**config.mk**
```make
export PLATFORM = sky130hd
export DESIGN_NAME = trap_shaper
export DESIGN_NICKNAME = d
export VERILOG_FILES = /design/src/rtl/trap_pkg.sv /design/src/rtl/trap_limits.sv /design/src/rtl/trap_phase_fsm.sv /design/src/rtl/trap_ramp.sv /design/src/rtl/trap_shaper.sv
export SDC_FILE = /design/constraint.sdc
export NUM_CORES = 1
export LEC_CHECK = 0
export BUFFER_PORTS_ARGS = -buffer_cell sky130_fd_sc_hd__buf_4
export CAP_MARGIN = 20
export CELL_PAD_IN_SITES_DETAIL_PLACEMENT = 0
export CELL_PAD_IN_SITES_GLOBAL_PLACEMENT = 2
export CORE_UTILIZATION = 33
export DETAILED_ROUTE_END_ITERATION = 8
export GPL_TIMING_DRIVEN = 0
export PLACE_DENSITY = 0.8
export SYNTH_ARGS = -nofsm -noshare
export SYNTH_HDL_FRONTEND = slang
export SYNTH_SLANG_ARGS = --single-unit
```
**constraint.sdc**
```tcl
create_clock -name clk -period 3.2 [get_ports clk]
set_input_delay 0 -clock clk [delete_from_list [all_inputs] [get_ports clk]]
set_output_delay 0 -clock clk [all_outputs]
set_load 0.05 [all_outputs]
```
**src/rtl/trap_pkg.sv**
```systemverilog
package trap_pkg;

    // Phase of the trapezoid
    typedef enum logic [2:0] {
        PH_IDLE,
        PH_RISE,
        PH_TOP,
        PH_FALL,
        PH_BOTTOM
    } phase_t;

    // Command from the phase machine to the counter
    typedef enum logic [1:0] {
        CMD_HOLD,
        CMD_LOAD,
        CMD_UP,
        CMD_DOWN
    } cmd_t;

endpackage

```
**src/rtl/trap_limits.sv**
```systemverilog
module trap_limits #(
    parameter int W      = 8,
    parameter int LO_DEF = 96,
    parameter int HI_DEF = 160
) (
    input  logic         clk,
    input  logic         rst_n,
    input  logic         tx_en,
    input  logic [W-1:0] lim_lo,
    input  logic [W-1:0] lim_hi,
    output logic [W-1:0] lo_q,
    output logic [W-1:0] hi_q,
    output logic [W-1:0] mid_nxt
);
    localparam logic [W-1:0] LO_RST = W'(LO_DEF);
    localparam logic [W-1:0] HI_RST = W'(HI_DEF);

    logic         accept;
    logic [W-1:0] lo_sel;
    logic [W-1:0] hi_sel;
    logic [W:0]   span_sum;

    // A pair is taken only while transmit is off and it is ordered
    assign accept = !tx_en && (lim_lo < lim_hi);

    always_comb begin
        lo_sel   = accept ? lim_lo : lo_q;
        hi_sel   = accept ? lim_hi : hi_q;
        span_sum = {1'b0, lo_sel} + {1'b0, hi_sel};
        mid_nxt  = span_sum[W:1];
    end

    always_ff @(posedge clk or negedge rst_n) begin
        if (!rst_n) begin
            lo_q <= LO_RST;
            hi_q <= HI_RST;
        end else if (accept) begin
            lo_q <= lim_lo;
            hi_q <= lim_hi;
        end
    end

endmodule

```
**src/rtl/trap_phase_fsm.sv**
```systemverilog
module trap_phase_fsm
    import trap_pkg::*;
#(
    parameter int W = 8
) (
    input  logic         clk,
    input  logic         rst_n,
    input  logic         tx_en,
    input  logic         step_en,
    input  logic         fsk_bit,
    input  logic [W-1:0] count,
    input  logic [W-1:0] lo_q,
    input  logic [W-1:0] hi_q,
    output phase_t       phase,
    output cmd_t         cmd
);
    localparam logic [W-1:0] ONE = {{(W-1){1'b0}}, 1'b1};

    phase_t phase_nxt;
    logic   at_hi;
    logic   at_lo;
    logic   near_hi;
    logic   near_lo;

    assign at_hi   = (count == hi_q);
    assign at_lo   = (count == lo_q);
    assign near_hi = (count >= (hi_q - ONE));
    assign near_lo = (count <= (lo_q + ONE));

    // State register
    always_ff @(posedge clk or negedge rst_n) begin
        if (!rst_n) begin
            phase <= PH_IDLE;
        end else begin
            phase <= phase_nxt;
        end
    end

    // Next-state logic
    always_comb begin
        phase_nxt = phase;
        if (!tx_en) begin
            phase_nxt = PH_IDLE;
        end else if (step_en) begin
            unique case (phase)
                PH_TOP:    phase_nxt = fsk_bit ? PH_TOP : (near_lo ? PH_BOTTOM : PH_FALL);
                PH_BOTTOM: phase_nxt = fsk_bit ? (near_hi ? PH_TOP : PH_RISE) : PH_BOTTOM;
                PH_IDLE,
                PH_RISE,
                PH_FALL:   phase_nxt = fsk_bit ? (near_hi ? PH_TOP : PH_RISE)
                                               : (near_lo ? PH_BOTTOM : PH_FALL);
                default:   phase_nxt = PH_IDLE;
            endcase
        end
    end

    // Output logic
    always_comb begin
        cmd = CMD_HOLD;
        if (!tx_en) begin
            cmd = CMD_LOAD;
        end else if (step_en) begin
            unique case (phase)
                PH_TOP:    cmd = fsk_bit ? CMD_HOLD : (at_lo ? CMD_HOLD : CMD_DOWN);
                PH_BOTTOM: cmd = fsk_bit ? (at_hi ? CMD_HOLD : CMD_UP) : CMD_HOLD;
                PH_IDLE,
                PH_RISE,
                PH_FALL:   cmd = fsk_bit ? (at_hi ? CMD_HOLD : CMD_UP)
                                         : (at_lo ? CMD_HOLD : CMD_DOWN);
                default:   cmd = CMD_HOLD;
            endcase
        end
    end

endmodule

```
**src/rtl/trap_ramp.sv**
```systemverilog
module trap_ramp
    import trap_pkg::*;
#(
    parameter int W       = 8,
    parameter int RST_VAL = 128
) (
    input  logic         clk,
    input  logic         rst_n,
    input  cmd_t         cmd,
    input  logic [W-1:0] mid_nxt,
    input  logic         strobe_in,
    output logic [W-1:0] count,
    output logic         vld
);
    localparam logic [W-1:0] ONE     = {{(W-1){1'b0}}, 1'b1};
    localparam logic [W-1:0] CNT_RST = W'(RST_VAL);

    always_ff @(posedge clk or negedge rst_n) begin
        if (!rst_n) begin
            count <= CNT_RST;
            vld   <= 1'b0;
        end else begin
            vld <= strobe_in;
            unique case (cmd)
                CMD_LOAD: count <= mid_nxt;
                CMD_UP:   count <= count + ONE;
                CMD_DOWN: count <= count - ONE;
                default:  count <= count;
            endcase
        end
    end

endmodule

```
**src/rtl/trap_shaper.sv**
```systemverilog
module trap_shaper
    import trap_pkg::*;
#(
    parameter int W      = 8,
    parameter int LO_DEF = 96,
    parameter int HI_DEF = 160
) (
    input  logic         clk,
    input  logic         rst_n,
    input  logic         step_en,
    input  logic         fsk_bit,
    input  logic         tx_en,
    input  logic [W-1:0] lim_lo,
    input  logic [W-1:0] lim_hi,
    output logic [W-1:0] sample,
    output logic         sample_vld
);
    localparam int RST_MID = (LO_DEF + HI_DEF) / 2;

    logic [W-1:0] lo_q;
    logic [W-1:0] hi_q;
    logic [W-1:0] mid_nxt;
    phase_t       phase;
    cmd_t         cmd;

    trap_limits #(.W(W), .LO_DEF(LO_DEF), .HI_DEF(HI_DEF)) u_limits (
        .clk     (clk),
        .rst_n   (rst_n),
        .tx_en   (tx_en),
        .lim_lo  (lim_lo),
        .lim_hi  (lim_hi),
        .lo_q    (lo_q),
        .hi_q    (hi_q),
        .mid_nxt (mid_nxt)
    );

    trap_phase_fsm #(.W(W)) u_fsm (
        .clk     (clk),
        .rst_n   (rst_n),
        .tx_en   (tx_en),
        .step_en (step_en),
        .fsk_bit (fsk_bit),
        .count   (sample),
        .lo_q    (lo_q),
        .hi_q    (hi_q),
        .phase   (phase),
        .cmd     (cmd)
    );

    trap_ramp #(.W(W), .RST_VAL(RST_MID)) u_ramp (
        .clk       (clk),
        .rst_n     (rst_n),
        .cmd       (cmd),
        .mid_nxt   (mid_nxt),
        .strobe_in (tx_en && step_en),
        .count     (sample),
        .vld       (sample_vld)
    );

endmodule

```
# ---- Word-level counts from Yosys, hierarchy flattened
# Index checks and enable logic that the tools add are counted.
dict set report classes {
  add_sub_neg 5
  magnitude_cmp 3
  eq_ne 10
  n_mux 19
  reduce_logical 6
}
# operator count
set op_table {}
lappend op_table {{$pmux 8 s3} 1}
lappend op_table {{$mux 3} 6}
lappend op_table {{$add 8x1->8 const B} 2}
lappend op_table {{$eq 8x8->1} 2}
lappend op_table {{$mux 2} 8}
lappend op_table {{$mux 8} 2}
lappend op_table {{$sub 8x1->8 const B} 2}
lappend op_table {{$add 8x8->9} 1}
lappend op_table {{$pmux 3 s3} 1}
lappend op_table {{$ge 8x8->1} 1}
lappend op_table {{$le 8x8->1} 1}
lappend op_table {{$lt 8x8->1} 1}
lappend op_table {{$eq 3x2->1 const B} 2}
lappend op_table {{$pmux 2 s3} 1}
lappend op_table {{$eq 2x2->1 const B} 2}
lappend op_table {{$eq 3x1->1 const B} 1}
lappend op_table {{$eq 3x3->1 const B} 1}
lappend op_table {{$logic_not 3->1} 1}
lappend op_table {{$reduce_bool 3->1} 1}
lappend op_table {{$reduce_or 3->1} 1}
lappend op_table {{$eq 2x1->1 const B} 1}
lappend op_table {{$logic_and 1x1->1} 2}
lappend op_table {{$ne 2x2->1 const B} 1}
lappend op_table {{$logic_not 1->1} 1}
dict set report totals {
  register_bits 28
  out_inout_bits 9
}

# ---- Depth between registers and ports, before layout
dict set report depth {
  word_depth 8
  ltp_mapped 18
  mapped_depth_nobuf 16
}

# ---- Modules after synthesis
# A second synthesis with hierarchy kept.
dict set report hier_totals {
  hier_cells 326
  hier_area_um2 2962.8
}
# mod n_inst cells_each area_per_inst_um2
set modules_own_cells {}
lappend modules_own_cells {trap_limits 1 118 1273.7}
lappend modules_own_cells {trap_phase_fsm 1 123 942.2}
lappend modules_own_cells {trap_ramp 1 84 740.7}
lappend modules_own_cells {trap_shaper 1 1 6.3}

# ---- Least setup slack after synthesis
# Ideal clock, no wire load.
dict set report synth_timing {
  path_kind {register to register}
  startpoint {register u_ramp.count[0]}
  endpoint {register u_ramp.count[6]}
  setup_time_ns 0.140
  arrival_ns 3.331
  required_time_ns 3.060
  setup_slack_ns -0.271
  stages_incl_launch_ff 15
  path_buffers 0
  synth_period_minus_slack_ns 3.471
  path_cell_list {dfrtp_1 -> inv_1 -> ha_1 -> or4_1 -> or2_4 -> nand3_4 -> inv_4 -> ha_1 -> nor2b_1 -> o21ai_0 -> a21oi_1 -> mux2i_1 -> a31oi_1 -> a221oi_1 -> o211ai_1}
}
dict set report synth_via {
  elab_chain_cells 8
  elab_cells_between_ends 17
}
# item line_no
set synth_rtl {}
lappend synth_rtl {{start: declaration} trap_ramp.sv:12} ;# output logic [W-1:0] count,
lappend synth_rtl {{start signal: assignment} trap_ramp.sv:25} ;# CMD_LOAD: count <= mid_nxt;
lappend synth_rtl {{start signal: assignment} trap_ramp.sv:26} ;# CMD_UP: count <= count + ONE;
lappend synth_rtl {{start signal: assignment} trap_ramp.sv:27} ;# CMD_DOWN: count <= count - ONE;
lappend synth_rtl {{$eq 8x8->1 (on tied branches)} {trap_phase_fsm.sv:26, trap_phase_fsm.sv:25}}
lappend synth_rtl {{$mux 2 (on tied branches)} --}
lappend synth_rtl {{$mux 2 (on tied branches)} {trap_phase_fsm.sv:68, trap_phase_fsm.sv:64, trap_phase_fsm.sv:65}}
lappend synth_rtl {{$pmux 2 s3} trap_phase_fsm.sv:63} ;# unique case (phase)
lappend synth_rtl {{$mux 2} trap_phase_fsm.sv:62} ;# end else if (step_en) begin
lappend synth_rtl {{$mux 2} trap_phase_fsm.sv:60} ;# if (!tx_en) begin
lappend synth_rtl {{$eq 2x2->1 or $eq 2x1->1 (tied branches)} trap_ramp.sv:24} ;# unique case (cmd)
lappend synth_rtl {{$pmux 8 s3 or $reduce_bool 3->1 (tied branches)} --}
# Parallel ways exist; a longest one is shown, timed or not.
# A chain may end at the register's enable or synchronous reset.

# ---- Worst setup path in the final report
dict set report layout_timing {
  startpoint {register u_ramp.count[2]}
  endpoint {register u_ramp.count[6]}
}
# Same word-level chain as after synthesis.

==> results.yml <==
layout:
  multi_input_area_mm2: 0.00197
  finalNetCount: 431
  stdcell_count: 471
  seq_area_um2: 714
  antenna-diode-count: 0
  fin_util_pct: 44.5
  syn2layout_area_growth_pct: 28.0
  n_fill_cell: 789
  drive_gt1_share_pct: 27.6
route:
  wirelength_mm: 7.29
  post_drt_via_cell_ratio: 5.12
  drc_errors: 0
  drt-initial-drc-count: 108
  firstDrtPassIters: 4
  ant_nets: 0
  wl_per_cell_um: 15.5
  num_vias: 2413
critical_path:
  slowest_stage: "or4_4"
  start_kind: "register"
  cp_num_buf_inv: 1
  cpLargestDelayFamily: "simple AND/OR/NAND/NOR gates"
  arrival_ns: 3.18
  cp_slowest_stage_delay_ns: 0.53
  path_class: "reg -> reg"
  crit_chain: "xor2_1 > or4_4 > or2_4 > nand3_4 > inv_8 > ha_4 > nor2b_4 > o21ai_2 > a21oi_2 > mux2i_1 > a31oi_1 > a221oi_1 > o211ai_1"
  worst-path-max-fanout: 8
  worstPathRequired_ns: 3.36
  end_kind: "register"
timing:
  period_share_pct: 94.4
  relSlewSlack_pct: 56.7
  hold_viol_final: 0
  fin_crit_ns: 3.02
  worstMarginPinSlew_ns: 0.645
  slew_viol_final: 0
  fmax_mhz: 331
  setup_viol: 0
  fin_skew_ns: 0.00238
synthesis:
  synthTopCellsByArea: "dfrtp_1 21%, ha_1 17%, mux2_2 6.2%, xor2_1 5.7%, dfstp_2 4.8%"
  yosys.area.top_type: "dfrtp_1"
  synth_top_area_share_pct: 21.0
  synth_ff_type: "dfrtp_1"
  synth_seq_cells: 28
  syn_area_mm2: 0.00274
  synth_commonest_cells: "38 x ha_1, 23 x dfrtp_1, 23 x inv_1, 21 x a21oi_1, 19 x nand2_1"
  ys_seq_area_share_pct: 25.8
  synth_edf_count: 0
  yosysUniqueCellTypes: 49
  syn_nets: 366
  synthCells: 305
  yosysWarnings: 0
  async_reset_ff_share_pct: 100
  yosysMostFrequentCell: "ha_1"
  synth.avg_cell_area_um2: 9.00
clock_network:
  clkLatencyLatePin_ns: 0.28
  ctsRootBufferMaster: "clkbuf_8"
  clk_pin_slew_ns: 0.11
  cts_buffer_depth: 2
  cts_htree_levels: 1
  cts_buffers: 3
  cts_tree: "built"
  cts.sinks: 28
pwr:
  power_density_mw_per_mm2: 774
  power.leakage_uw: 0.00157
  ir_drop_mv: 0.293
  total_power_uw: 2720
run:
  cap_violations: 0
global_route:
  grt_pass1_vias: 2395
  grtUsageTotal_pct: 17.3
  grt_max_degree: 29
  antenna_found_initial: 0
  overflow: 0
  grt_pass1_wl_mm: 11.7
place:
  hpwlAfterDp_mm: 5.64
  dp.cells: 435
  io_buffers: 28
  gp_congestion: 0.762
floorplan:
  initial_core_util_pct: 34.8
  dieArea_mm2: 0.00868
  dieHeight_um: 93.2
  io_pins: 30
  die_w_um: 93.2
  core_mm2: 0.00789
  num_rows: 32
outcome:
  status: "complete, no violations"
min_path:
  hold_path_class: "in -> reg"
registers in the layout, summed over array words and instances, names as in the netlist:
| name | count |
|---|---|
| u_fsm.phase | 3 |
| u_limits.hi_q | 8 |
| u_limits.lo_q | 8 |
| u_ramp.count | 8 |
| u_ramp.vld | 1 |
kinds of logic (layout without fill, tap and decap cells):
kind of cell	count (synthesis)	in the layout	share of synthesized area (%)
adder cells (fa/ha/maj)	40	40	18.8
flip-flops	28	28	25.8
buffers and inverters	30	94	4.51
XOR/XNOR	31	31	9.90
AO/OA/AOI/OAI	70	70	15.9
AND/OR/NAND/NOR	86	86	17.1
multiplexers	20	20	7.98
routing by layer:
layer	vias up	part of all wire (%)	global-route usage (%)	wire length, um
met1	1157	49	23.4	3610
met2	26	48	30.3	3490
li1	1226	-	-	-
met5	-	0	0	0
met4	0	0.86	2.82	63
met3	4	1.8	1.87	131
timing repair:
item                                   CTS  global route
pin swaps                                1             8
resized for setup                        4            20
setup buffers                            3            17
setup endpoints to repair                4             3
endpoints found under the hold margin   40             0
cloned                                   0             0
hold buffers                            13             0
worst paths after layout:
kind                       cells after the start                to  slack, ns       startpoint
max                                           13   u_ramp.count[6]       0.18  u_ramp.count[2]
min                                            2  u_limits.lo_q[4]      0.003        lim_lo[4]
max reg2reg                                   13   u_ramp.count[6]       0.18  u_ramp.count[2]
min reg2reg                                    2    u_fsm.phase[2]       0.61   u_fsm.phase[2]
max in group asynchronous                      2   u_ramp.count[7]       2.71            rst_n
min in group asynchronous                      2  u_limits.lo_q[4]       0.17            rst_n
cell type report:
cell class,instances,share of cell area (%)
plain buffers,5,0.997
inverters,24,2.85
clock inverters,1,0.855
well taps,102,3.63
multi-input cells,247,56.2
clock buffers,3,1.18
flip-flops and latches,28,20.3
repair buffers,61,14.0
stage by stage:
stage / worst slack [ns] / setup TNS (ns) / instance area [um2] / hold slack, ns
finish: 0.181 / 0 / 3510 / 0.00253
global route: -0.00301 / -0.00301 / 3510 / 0.00548
CTS: 0.0202 / 0 / 3330 / 0.00648
detailed placement: -0.584 / -2.28 / 3100 / -0.0504
global placement: -0.633 / -2.56 / 3100 / -0.0488
floorplan: 0.0101 / 0 / 2760 / -0.296
power by group:
group	internal, uW	total (uW)	switching (uW)
sequential	474	691	217
combinational	811	1740	927
clock	168	291	123
total	1450	2720	1270
cells in the final DEF (no fill, tap or decap), types with 4 or more instances in the layout:
| cell type | n |
|---|---|
| dfrtp_2 | 6 |
| xor2_1 | 18 |
| ha_1 | 36 |
| inv_1 | 21 |
| buf_4 | 48 |
| dfstp_2 | 5 |
| a21oi_1 | 18 |
| dfrtp_1 | 17 |
| nor2_1 | 17 |
| mux2i_1 | 5 |
| a221oi_1 | 4 |
| nand3_1 | 6 |
| nand2_1 | 19 |
| nor2b_1 | 7 |
| nor3_1 | 6 |
| xnor2_1 | 13 |
| dlygate4sd3_1 | 13 |
| o21ai_0 | 11 |
| mux2_2 | 15 |
| o21ai_1 | 7 |
| a21oi_2 | 4 |
| nand2b_1 | 5 |
Power figures use the tool's default switching activity.
